### config.mk
export PLATFORM = sky130hd
export DESIGN_NAME = sync_ser_tx
export DESIGN_NICKNAME = d
export VERILOG_FILES = /design/src/rtl/ssx_pkg.sv /design/src/rtl/ssx_sclk_gen.sv /design/src/rtl/ssx_shreg.sv /design/src/rtl/sync_ser_tx.sv
export SDC_FILE = /design/constraint.sdc
export NUM_CORES = 1
export LEC_CHECK = 0
export BUFFER_PORTS_ARGS = -buffer_cell sky130_fd_sc_hd__buf_4
export CORE_MARGIN = 4
export CORE_UTILIZATION = 50
export DETAILED_ROUTE_END_ITERATION = 6
export PLACE_DENSITY_LB_ADDON = 0.25
export SLEW_MARGIN = 40
export SYNTH_ARGS = -nofsm -noshare
export SYNTH_HDL_FRONTEND = slang
export SYNTH_SLANG_ARGS = --single-unit
### constraint.sdc
create_clock -name clk -period 2.3 [get_ports clk]
set_input_delay 0.23 -clock clk [delete_from_list [all_inputs] [get_ports clk]]
set_output_delay 0.23 -clock clk [all_outputs]
set_load 0.1 [all_outputs]
### src/rtl/ssx_pkg.sv
package ssx_pkg;
  typedef enum logic {
    ST_IDLE = 1'b0,
    ST_SEND = 1'b1
  } ssx_state_t;
endpackage

### src/rtl/ssx_sclk_gen.sv
module ssx_sclk_gen #(
  parameter int DIVW        = 8,
  parameter int SYNC_STAGES = 2
) (
  input  logic            clk,
  input  logic            rst,
  input  logic            en,
  input  logic            ext_mode,
  input  logic [DIVW-1:0] half,
  input  logic            ext_sclk,
  output logic            fall_tick,
  output logic            rise_tick,
  output logic            sclk_q
);
  localparam int LAST = SYNC_STAGES - 1;

  logic [DIVW-1:0]        cnt;
  logic [DIVW-1:0]        lim;
  logic                   int_tick;
  logic [SYNC_STAGES-1:0] sync_q;
  logic                   ext_prev;
  logic                   ext_fall;
  logic                   ext_rise;

  assign lim      = (half == '0) ? DIVW'(1) : half;
  assign int_tick = en && !ext_mode && (cnt == lim - DIVW'(1));

  // external clock synchronizer chain
  always_ff @(posedge clk) begin
    if (rst) sync_q[0] <= 1'b1;
    else     sync_q[0] <= ext_sclk;
  end

  genvar gi;
  generate
    for (gi = 1; gi < SYNC_STAGES; gi++) begin : g_sync
      always_ff @(posedge clk) begin
        if (rst) sync_q[gi] <= 1'b1;
        else     sync_q[gi] <= sync_q[gi-1];
      end
    end
  endgenerate

  always_ff @(posedge clk) begin
    if (rst) ext_prev <= 1'b1;
    else     ext_prev <= sync_q[LAST];
  end

  assign ext_fall  = en && ext_mode && ext_prev && !sync_q[LAST];
  assign ext_rise  = en && ext_mode && !ext_prev && sync_q[LAST];
  assign fall_tick = (int_tick && sclk_q) || ext_fall;
  assign rise_tick = (int_tick && !sclk_q) || ext_rise;

  // internal divider; clock parks high when disabled or external
  always_ff @(posedge clk) begin
    if (rst || !en || ext_mode) begin
      cnt    <= '0;
      sclk_q <= 1'b1;
    end else if (int_tick) begin
      cnt    <= '0;
      sclk_q <= !sclk_q;
    end else begin
      cnt    <= cnt + DIVW'(1);
    end
  end

  assert_fall_drops_clk_R5: assert property (@(posedge clk) disable iff (rst)
    (fall_tick && !ext_mode) |=> !sclk_q);

  assert_ext_clk_parked_R6: assert property (@(posedge clk) disable iff (rst)
    ext_mode |=> sclk_q);
endmodule

### src/rtl/ssx_shreg.sv
module ssx_shreg #(
  parameter int W = 8
) (
  input  logic         clk,
  input  logic         rst,
  input  logic         load,
  input  logic [W-1:0] load_data,
  input  logic         shift,
  output logic         dout
);
  logic [W-1:0] sh;

  always_ff @(posedge clk) begin
    if (rst) begin
      sh   <= '0;
      dout <= 1'b1;
    end else begin
      if (shift) dout <= sh[0];
      if (load)       sh <= load_data;
      else if (shift) sh <= sh >> 1;
    end
  end

  assert_dout_holds_R4: assert property (@(posedge clk) disable iff (rst)
    !shift |=> $stable(dout));
endmodule

### src/rtl/sync_ser_tx.sv
module sync_ser_tx
  import ssx_pkg::*;
#(
  parameter int DATA_W      = 8,
  parameter int DIVW        = 8,
  parameter int ERR_W       = 3,
  parameter int SYNC_STAGES = 2
) (
  input  logic              clk,
  input  logic              rst,
  input  logic              wr_en,
  input  logic [DATA_W-1:0] wr_data,
  input  logic              ext_clk_mode,
  input  logic [DIVW-1:0]   half_div,
  input  logic              ext_sclk,
  input  logic [ERR_W-1:0]  rx_err,
  input  logic              irq_empty_en,
  input  logic              irq_done_en,
  output logic              sclk_out,
  output logic              sdata_out,
  output logic              hold_empty,
  output logic              tx_done,
  output logic              irq_empty,
  output logic              irq_done
);
  localparam int IDXW = (DATA_W > 1) ? $clog2(DATA_W) : 1;
  localparam logic [IDXW-1:0] MSB_IDX = IDXW'(DATA_W - 1);

  ssx_state_t        state;
  logic [IDXW-1:0]   idx;
  logic [DATA_W-1:0] hold_q;
  logic              chain_q;
  logic              fall_tick;
  logic              rise_tick;
  logic              err_any;
  logic              start;
  logic              msb_fall;
  logic              chain;
  logic              load;

  assign err_any  = |rx_err;
  assign start    = (state == ST_IDLE) && !hold_empty && !err_any && !wr_en;
  assign msb_fall = (state == ST_SEND) && fall_tick && (idx == MSB_IDX);
  assign chain    = msb_fall && !hold_empty && !err_any && !wr_en;
  assign load     = start || chain;

  ssx_sclk_gen #(.DIVW(DIVW), .SYNC_STAGES(SYNC_STAGES)) u_clk (
    .clk       (clk),
    .rst       (rst),
    .en        (state == ST_SEND),
    .ext_mode  (ext_clk_mode),
    .half      (half_div),
    .ext_sclk  (ext_sclk),
    .fall_tick (fall_tick),
    .rise_tick (rise_tick),
    .sclk_q    (sclk_out)
  );

  ssx_shreg #(.W(DATA_W)) u_sh (
    .clk       (clk),
    .rst       (rst),
    .load      (load),
    .load_data (hold_q),
    .shift     (fall_tick),
    .dout      (sdata_out)
  );

  // holding register and flags
  always_ff @(posedge clk) begin
    if (rst) begin
      hold_q     <= '0;
      hold_empty <= 1'b1;
      tx_done    <= 1'b1;
    end else if (wr_en) begin
      hold_q     <= wr_data;
      hold_empty <= 1'b0;
      tx_done    <= 1'b0;
    end else begin
      if (load) hold_empty <= 1'b1;
      if (msb_fall && hold_empty) tx_done <= 1'b1;
    end
  end

  // frame sequencing: idx counts bits, advanced on rising edges
  always_ff @(posedge clk) begin
    if (rst) begin
      state   <= ST_IDLE;
      idx     <= '0;
      chain_q <= 1'b0;
    end else begin
      case (state)
        ST_IDLE: begin
          if (start) begin
            state <= ST_SEND;
            idx   <= '0;
          end
        end
        ST_SEND: begin
          if (msb_fall) chain_q <= chain;
          if (rise_tick) begin
            if (idx == MSB_IDX) begin
              idx <= '0;
              if (!chain_q) state <= ST_IDLE;
            end else begin
              idx <= idx + IDXW'(1);
            end
          end
        end
        default: state <= ST_IDLE;
      endcase
    end
  end

  always_ff @(posedge clk) begin
    if (rst) begin
      irq_empty <= 1'b0;
      irq_done  <= 1'b0;
    end else begin
      irq_empty <= hold_empty && irq_empty_en;
      irq_done  <= tx_done && irq_done_en;
    end
  end

  assert_idle_clk_high_R5: assert property (@(posedge clk) disable iff (rst)
    (state == ST_IDLE) |-> sclk_out);

  assert_load_empties_R3: assert property (@(posedge clk) disable iff (rst)
    start |=> (hold_empty && state == ST_SEND));

  assert_err_blocks_R10: assert property (@(posedge clk) disable iff (rst)
    (state == ST_IDLE && err_any) |=> (state == ST_IDLE));

  assert_write_clears_R2: assert property (@(posedge clk) disable iff (rst)
    wr_en |=> (!hold_empty && !tx_done));

  assert_done_on_msb_R8: assert property (@(posedge clk) disable iff (rst)
    (msb_fall && hold_empty && !wr_en) |=> tx_done);
endmodule

# --- Yosys cells after proc, flatten, opt, wreduce, memory -nomap -nowiden ---
# Cells that the tools add are included.
op_classes:
  add_sub_neg: 3
  n_eq_ne: 4
  mux: 16
  n_bitwise: 1
  reduce_logical: 41
op_table:
  columns: ["op", "n"]
  rows:
  - ["8-bit two-way mux", 3]
  - ["1-bit logical AND", 20]
  - ["3-bit two-way mux", 3]
  - ["8-bit by 1-bit adder with 8-bit output, second input constant", 1]
  - ["8-bit == test", 1]
  - ["1-bit zero test", 8]
  - ["8-bit zero test", 1]
  - ["1-bit two-way mux", 8]
  - ["8-bit by 1-bit subtractor with 8-bit output, second input constant", 1]
  - ["3-bit case mux with 2 select lines", 1]
  - ["2-bit nonzero test", 3]
  - ["1-bit logical OR", 5]
  - ["2-bit AND reduction", 2]
  - ["3-bit by 1-bit adder with 3-bit output, second input constant", 1]
  - ["3-bit == test, second input constant", 1]
  - ["3-bit OR reduction", 1]
  - ["2-bit by 1-bit != test with 1-bit output, second input constant", 1]
  - ["2-bit != test, second input constant", 1]
  - ["1-bit case mux with 2 select lines", 1]
  - ["2-bit OR reduction", 1]
  - ["1-bit inverter", 1]
totals:
  reg_bits: 38
  input_bits: 26
  output_inout_bits: 6
  wordCells: 80

# --- Logic depth before layout (Yosys ltp) ---
# Gate-level depths: netlist (run 1).
logic_depth:
  ltp_word: 15
  mapped_depth: 12
  ltp_nobuf: 10

# --- Modules after synthesis ---
# Synthesis (run 1) repeated with hierarchy kept, for this count alone.
unflattened:
  hier_cells: 195
  hier_area_um2: 1830.5
modules_own_cells:
  columns: ["mod", "n_inst", "cells_per_inst", "area_per_inst_um2", "seq_area_each_um2"]
  rows:
  - ["ssx_sclk_gen", 1, 87, 757.0, 240.2]
  - ["sync_ser_tx", 1, 70, 671.9, 340.3]
  - ["ssx_shreg", 1, 38, 401.6, 180.2]

# --- Worst setup path before layout (run 1) ---
# Ideal clock, no wire load.
synth_timing:
  path_kind: "input port to flip-flop"
  from: "input half_div[2]"
  to: "register idx[0]"
  setup_time_ps: 128
  t_arrival_ps: 2391
  required_ps: 2172
  slack_ps: -219
  path_stages: 11
  n_path_buf: 1
  cell_sequence: "buf_4 nor4_4 a21oi_1 ha_1 xor2_1 o211ai_1 a21oi_1 a2111o_1 o31ai_4 mux2i_1 nor2_1"
synth_via:
  elab_chain_cells: 9
synth_rtl:
  columns: ["item", "line", "rtl"]
  rows:
  - ["start: declaration", "sync_ser_tx.sv:14", "input logic [DIVW-1:0] half_div,"]
  - ["8-bit zero test", "ssx_sclk_gen.sv:25", "assign lim = (half == '0) ? DIVW'(1) : half;"]
  - ["8-bit two-way mux (*)", "ssx_sclk_gen.sv:25", null]
  - ["8-bit by 1-bit subtractor with 8-bit output (*)", "ssx_sclk_gen.sv:26", "assign int_tick = en && !ext_mode && (cnt == lim - DIVW'(1));"]
  - ["8-bit == test (*)", "ssx_sclk_gen.sv:26", null]
  - ["1-bit logical AND (*)", "ssx_sclk_gen.sv:26", null]
  - ["1-bit logical AND (*)", "ssx_sclk_gen.sv:52", "assign rise_tick = (int_tick && !sclk_q) || ext_rise;"]
  - ["1-bit logical OR (*)", "ssx_sclk_gen.sv:52", null]
  - ["2-bit by 1-bit != test with 1-bit output (no source line) (*)", null, null]
  - ["2-bit AND reduction (no source line) (*)", null, null]
  - ["end signal: assignment", "sync_ser_tx.sv:105", "idx <= idx + IDXW'(1);"]
  - ["end: declaration", "sync_ser_tx.sv:30", "logic [IDXW-1:0] idx;"]
# Every way passes the cells marked *; elsewhere a longest branch is shown, timed or not.
# A chain may end at the register's enable or synchronous reset.

# --- Worst setup path after layout (run 1) ---
layout_timing:
  from: "input half_div[4]"
  to: "register u_sh.sh[6]"
layout_via:
  elab_chain_cells: 14
  word_cells_on_any_way: 15
  cone_classes: "add/sub: 1; eq/ne: 1; mux: 2; reduce/logical: 11"
layout_rtl:
  columns: ["item", "line", "rtl"]
  rows:
  - ["8-bit zero test", "ssx_sclk_gen.sv:25", null]
  - ["8-bit two-way mux (*)", "ssx_sclk_gen.sv:25", null]
  - ["8-bit by 1-bit subtractor with 8-bit output (*)", "ssx_sclk_gen.sv:26", null]
  - ["8-bit == test (*)", "ssx_sclk_gen.sv:26", null]
  - ["1-bit logical AND (*)", "ssx_sclk_gen.sv:26", null]
  - ["1-bit logical AND (*)", "ssx_sclk_gen.sv:51", "assign fall_tick = (int_tick && sclk_q) || ext_fall;"]
  - ["1-bit logical OR (*)", "ssx_sclk_gen.sv:51", null]
  - ["1-bit logical AND (2 in series)", "sync_ser_tx.sv:43", "assign msb_fall = (state == ST_SEND) && fall_tick && (idx == MSB_IDX);"]
  - ["1-bit logical AND (3 in series)", "sync_ser_tx.sv:44", "assign chain = msb_fall && !hold_empty && !err_any && !wr_en;"]
  - ["1-bit logical OR", "sync_ser_tx.sv:45", "assign load = start || chain;"]
  - ["8-bit two-way mux or 2-bit nonzero test (tied branches)", null, null]
  - ["end signal: assignment", "ssx_shreg.sv:19", "if (load) sh <= load_data;"]
  - ["end signal: assignment", "ssx_shreg.sv:20", "else if (shift) sh <= sh >> 1;"]
  - ["end: declaration", "ssx_shreg.sv:11", "logic [W-1:0] sh;"]
# Marks and branches as above.

==> results of run 1 <==
==> area by class of cell <==
cell class | count | area, um^2 | share of cell area
Clock buffer | 6 | 82.6 | 0.0324
Clock inverter | 2 | 12.5 | 0.00492
Inverter | 8 | 30.0 | 0.0118
Multi-Input combinational cell | 159 | 1180 | 0.463
Sequential cell | 38 | 761 | 0.299
Tap cell | 48 | 60.1 | 0.0236
Timing Repair Buffer | 54 | 422 | 0.166
==> state kept, by name (all words and copies together), names as in the netlist <==
register / count
u_clk.cnt: 8
idx: 3
u_clk.sclk_q: 1
u_clk.ext_prev: 1
tx_done: 1
chain_q: 1
u_sh.dout: 1
irq_done: 1
u_sh.sh: 8
hold_empty: 1
u_clk.sync_q: 2
irq_empty: 1
hold_q: 8
state: 1
==> placed cells by master (no fill, tap or decap), types with 4 or more instances in the layout <==
cell and n:
inv_1 8, nand3_1 12, a311oi_1 6, xnor2_1 5
xor2_1 8, mux2i_1 10, dfxtp_1 38, clkbuf_8 6
or2_2 4, buf_4 52, o21ai_0 7, nor2_1 24
nor3_1 8, a21oi_1 8, nand2_1 11
==> metal layers <==
layer / global-route usage / up-vias / wire length, um
li1: - / 879 / -
met1: 0.241 / 827 / 2090
met2: 0.255 / 24 / 1950
met3: 0.0576 / 5 / 179
met4: 0.0532 / 0 / 46
met5: 0 / - / 0
==> what timing repair did <==
item                                   CTS  global route
buffers inserted                         0             2
setup endpoints to repair                0            21
endpoints found under the hold margin    0             0
gates resized for setup                  0            12
==> power by group through the flow <==
stage	combinational [mW]	clock, mW	sequential (mW)
4_1_cts	0.182	0.485	0.685
2_1_floorplan	0.0732	0	0.730
3_3_place_gp	0.180	0	0.700
3_5_place_dp	0.182	0	0.700
6_report	0.187	0.475	0.685
5_1_grt	0.202	0.508	0.688
==> kinds of logic (layout without fill, tap and decap cells) <==
| group | count (synthesis) | count (layout) | share of synthesized area |
|---|---|---|---|
| multiplexers | 10 | 10 | 0.0514 |
| AND/OR/NAND/NOR | 87 | 87 | 0.244 |
| adder cells (fa/ha/maj) | 4 | 4 | 0.0257 |
| flip-flops | 38 | 38 | 0.391 |
| AO/OA/AOI/OAI | 44 | 44 | 0.182 |
| XOR/XNOR | 14 | 14 | 0.0668 |
| buffers and inverters | 18 | 70 | 0.0392 |
==> worst reg2reg max path, stage by stage (launching register included) <==
cell and delay [ps]:
dfxtp_1 430, xnor2_1 140, nor4_1 300, a21oi_2 100, a2111oi_4 400, a211oi_2 120
buf_4 180, o21ai_0 200, a311oi_1 110
==> worst paths after layout <==
check | from | end | slack (ps) | cells past startpoint
worst min register to register | u_clk.sync_q[0]$_SDFF_PP1_ | u_clk.sync_q[1]$_SDFF_PP1_ | 420 | 1
worst min-delay path | ext_sclk | u_clk.sync_q[0]$_SDFF_PP1_ | 130 | 2
worst max-delay path | half_div[4] | u_sh.sh[6]$_SDFFE_PP0P_ | 80 | 12
worst max register to register | u_clk.cnt[4]$_SDFF_PP0_ | u_sh.sh[6]$_SDFFE_PP0P_ | 200 | 8
==> qor.txt, run 1 <==
worst skew pair latency = 290 ps
Synth area leader = dfxtp_1
Clock Sinks = 38
Synth cell types = 50
Final Skew = 7.66 ps
number of vias per cell = 5.51
critical path's slowest cell = a2111oi_4
Final Hold Viols = 0
Tcrit/Tclk final = 0.965
CP arrival = 2390 ps
Placement Cell Area = 2390 um^2
post-synthesis sequential area ratio = 0.391
Most used DFF post-synth = dfxtp_1
Critical Path Source Type = primary input
Net Sw Frac = 0.258
die height = 70.4 um
I/O pin count = 32
routed wire length = 4270 um
CP Class = in2reg
layout cells sized above 1 = 0.330
Total Routing Usage GR = 0.174
initial antenna violation count = 0
RePlAce Congestion = 0.916
routed len/inst = 13.6 um
Detailed Place HPWL = 3060 um
post-synthesis cell count = 215
total power = 1.35 mW
final number of setup-violating endpoints = 0
Comb pwr share = 0.139
headroom to the max-slew limit = 0.400
CTS tree = yes
Worst-Margin Slew = 890 ps
CTS Root Cell = clkbuf_8
status = completed
RSZ-0062 raised after global routing = true
Switch Pwr = 0.348 mW
netlist area before placement = 1950 um^2
vias in the first global route = 1534
Yosys top cell area share = 0.391
Util after Layout = 0.685
# port buffers = 31
Max VDD drop = 0.566 mV
DR pass1 iterations = 4
first-pass GRT wire length = 6920 um
crit-path cells = buf_4 -> nor4_4 -> a21oi_2 -> ha_4 -> xor2_1 -> o211ai_1 -> a21oi_2 -> a2111oi_4 -> a211oi_2 -> buf_4 -> o21ai_0 -> a311oi_1
die area = 4960 um^2
Clock power frac = 0.352
fmax = 451 MHz
power per cell area = 530 nW/um^2
Post-synth EDFFs = 0
TritonCTS buffer count = 5
Worst path top cell family by delay = compound AO/OA/AOI/OAI gates
drc violations = 0
Non-Filler Instances = 315
hold slack = 125 ps
post-placement setup slack = -305 ps
Crit. End Element = flip-flop
Leakage Power = 0.992 nW
fillers = 303
crit-path max FO = 8
max cap viols = 0
Int Power = 1.00 mW
Area Overhead vs Synth = 30.7%
total grt overflow = 0
synth top area cells = dfxtp_1 (39%), mux2i_1 (5.1%), nor2_1 (4.6%), a311oi_1 (3.6%), xor2_1 (3.6%)
# hold bufs at CTS = 0
Final Instance Area = 2540 um^2
max-slew violations = 0
largest net degree at the start of global routing = 32
CTS H-tree depth = 2
Seq pwr share = 0.509
Required @ worst endpoint = 2470 ps
Worst-path clk slew = 80 ps
max incr delay on CP = 400 ps
Max clock buf depth = 2
HP Class = in2reg
post-route ant nets = 0
setup TNS = 0 ps
Avg Cell Area, Syn = 9.06 um^2
CP bufs+invs = 2
Yosys Warn Count = 0
width of the die = 70.4 um
flop and latch count out of synthesis = 38
Commonest cells post-synth = dfxtp_1 (38), nor2_1 (24), nand3_1 (13)
syn_nets = 245
Starting Density = 0.524
Antenna Cells = 0
DR iter-0 viols = 111
core region area = 3720 um^2
Final Critical Period = 2220 ps
Async S/R FF share, synth = 0
placed cell count = 305
final worst slack = 81.6 ps
most common cell in the netlist = dfxtp_1
Final #Nets = 296
Vias = 1735
row count = 22
Note: power is estimated with default switching activity, not from simulation.
==> inputs of run 2 (changes only) <==
- REMOVE_ABC_BUFFERS: unset -> 1
==> run 2 against run 1 <==
  * The run now ends with negative setup slack left
  * Sequential cell count is the same
  * Via count grew 3.0%
  * Critical path depth rose by 2
  * Cell count is 3.5% higher
  * Sequential power about the same
  * Sequential share of layout area shrank 1.6 points
  * Non-clock buffer count increased by 11
  * Critical path type unchanged
==> qor.txt, run 2 (synthesis gave the netlist of run 1 again) <==
max-slew violations = 0
CTS tree = yes
Leakage Power = 1.07 nW
CP arrival = 2570 ps
final worst slack = -72.6 ps
first-pass GRT wire length = 7470 um
Worst-path clk slew = 70 ps
routed len/inst = 14.7 um
top flop regs = hold_q (8), u_clk.cnt (8), u_sh.sh (8)
Required @ worst endpoint = 2500 ps
HP Class = in2reg
headroom to the max-slew limit = 0.308
Max VDD drop = 0.730 mV
commonest cells after routing, fill and taps aside = buf_4 (59), dfxtp_1 (38), nor2_1 (23)
crit-path max FO = 6
Starting Density = 0.524
Total Routing Usage GR = 0.185
Vias = 1787
row count = 22
layout cells sized above 1 = 0.363
Critical Path Source Type = primary input
TritonCTS buffer count = 5
Clock Sinks = 38
RSZ-0062 raised after global routing = true
total grt overflow = 0
width of the die = 70.4 um
Antenna Cells = 0
final number of setup-violating endpoints = 12
Final Skew = 6.50 ps
power per cell area = 578 nW/um^2
fmax = 421 MHz
core region area = 3720 um^2
placed cell count = 306
initial antenna violation count = 0
CP Class = in2reg
DR iter-0 viols = 124
Crit. End Element = flip-flop
worst skew pair latency = 290 ps
Tcrit/Tclk final = 1.03
largest net degree at the start of global routing = 32
Final #Nets = 307
post-route ant nets = 0
Non-Filler Instances = 326
Max clock buf depth = 2
drc violations = 0
failing checks = negative setup slack
Util after Layout = 0.725
status = finished with violations
die height = 70.4 um
Worst-Margin Slew = 1030 ps
DR pass1 iterations = 4
routed wire length = 4790 um
Final Critical Period = 2370 ps
# port buffers = 31
number of vias per cell = 5.48
Detailed Place HPWL = 3060 um
max cap viols = 0
most common cell after layout, fill and taps aside = buf_4
Final Hold Viols = 0
Area Overhead vs Synth = 38.3%
CTS Root Cell = clkbuf_8
I/O pin count = 32
RePlAce Congestion = 0.827
vias in the first global route = 1639
CTS H-tree depth = 2
die area = 4960 um^2
==> run 2: changes by cell type in the layout (fill, tap and decap cells not counted), moves of 4 or more <==
cell / change
o21ai_1: +4
o21ai_0: -5
buf_6: +4
buf_4: +7
==> run 2: metrics by stage <==
stage	area, um^2	power [mW]	TNS (ps)	hold slack (ps)	setup slack, ps
after floorplan	1900	0.786	-1250	299	-163
after global placement	2360	0.875	-5930	405	-332
after detailed placement	2360	0.879	-7760	406	-384
after CTS	2580	1.56	-65.8	121	-51.1
after global routing	2690	1.61	-2250	122	-207
final	2690	1.56	-418	127	-72.6
==> run 2: layout make-up <==
cell class | instances | area (um^2)
Timing Repair Buffer | 65 | 514
Fill cell | 278 | 1020
Multi-Input combinational cell | 159 | 1190
Inverter | 8 | 30.0
Clock buffer | 5 | 68.8
Tap cell | 48 | 60.1
Sequential cell | 38 | 761
Clock inverter | 3 | 68.8
==> run 2: routing by layer <==
metal | track usage | vias up | share of wire
met5 | 0 | - | 0
met4 | 0.0787 | 0 | 0.021
met3 | 0.0446 | 10 | 0.035
met2 | 0.273 | 36 | 0.47
met1 | 0.255 | 845 | 0.47
li1 | - | 896 | -
==> run 2: worst max-delay path: stages <==
cell,delay [ps]
buf_8,100
nor4_4,320
a21oi_2,130
ha_4,190
buf_6,110
nand4b_1,70
o211ai_1,120
a21oi_2,240
a2111oi_4,70
buf_4,170
a211oi_4,260
buf_6,160
o21ai_0,100
a311oi_1,280
==> run 2: path summary, 6_finish.rpt <==
kind | from | depth (start not counted) | slack [ps] | to
max | half_div[4] | 14 | -70 | u_sh.sh[3]$_SDFFE_PP0P_
min | ext_sclk | 2 | 130 | u_clk.sync_q[0]$_SDFF_PP1_
max reg2reg | u_clk.cnt[3]$_SDFF_PP0_ | 10 | 50 | u_sh.sh[3]$_SDFFE_PP0P_
min reg2reg | u_clk.sync_q[0]$_SDFF_PP1_ | 1 | 420 | u_clk.sync_q[1]$_SDFF_PP1_
==> run 2: where the power goes <==
part           switching (mW)  internal (mW)  leakage (nW)
logic                   0.110         0.0914         0.694
registers             0.00946          0.675         0.310
clock network           0.237          0.434        0.0683
total                   0.356           1.20          1.07
==> run 2: repair_timing <==
| item | in CTS | in global routing |
|---|---|---|
| buffers inserted | 7 | 5 |
| resized for setup | 8 | 23 |
| gates cloned | 0 | 0 |
| pin swaps | 14 | 23 |
| setup endpoints to repair | 20 | 25 |
| hold buffers | 0 | 0 |
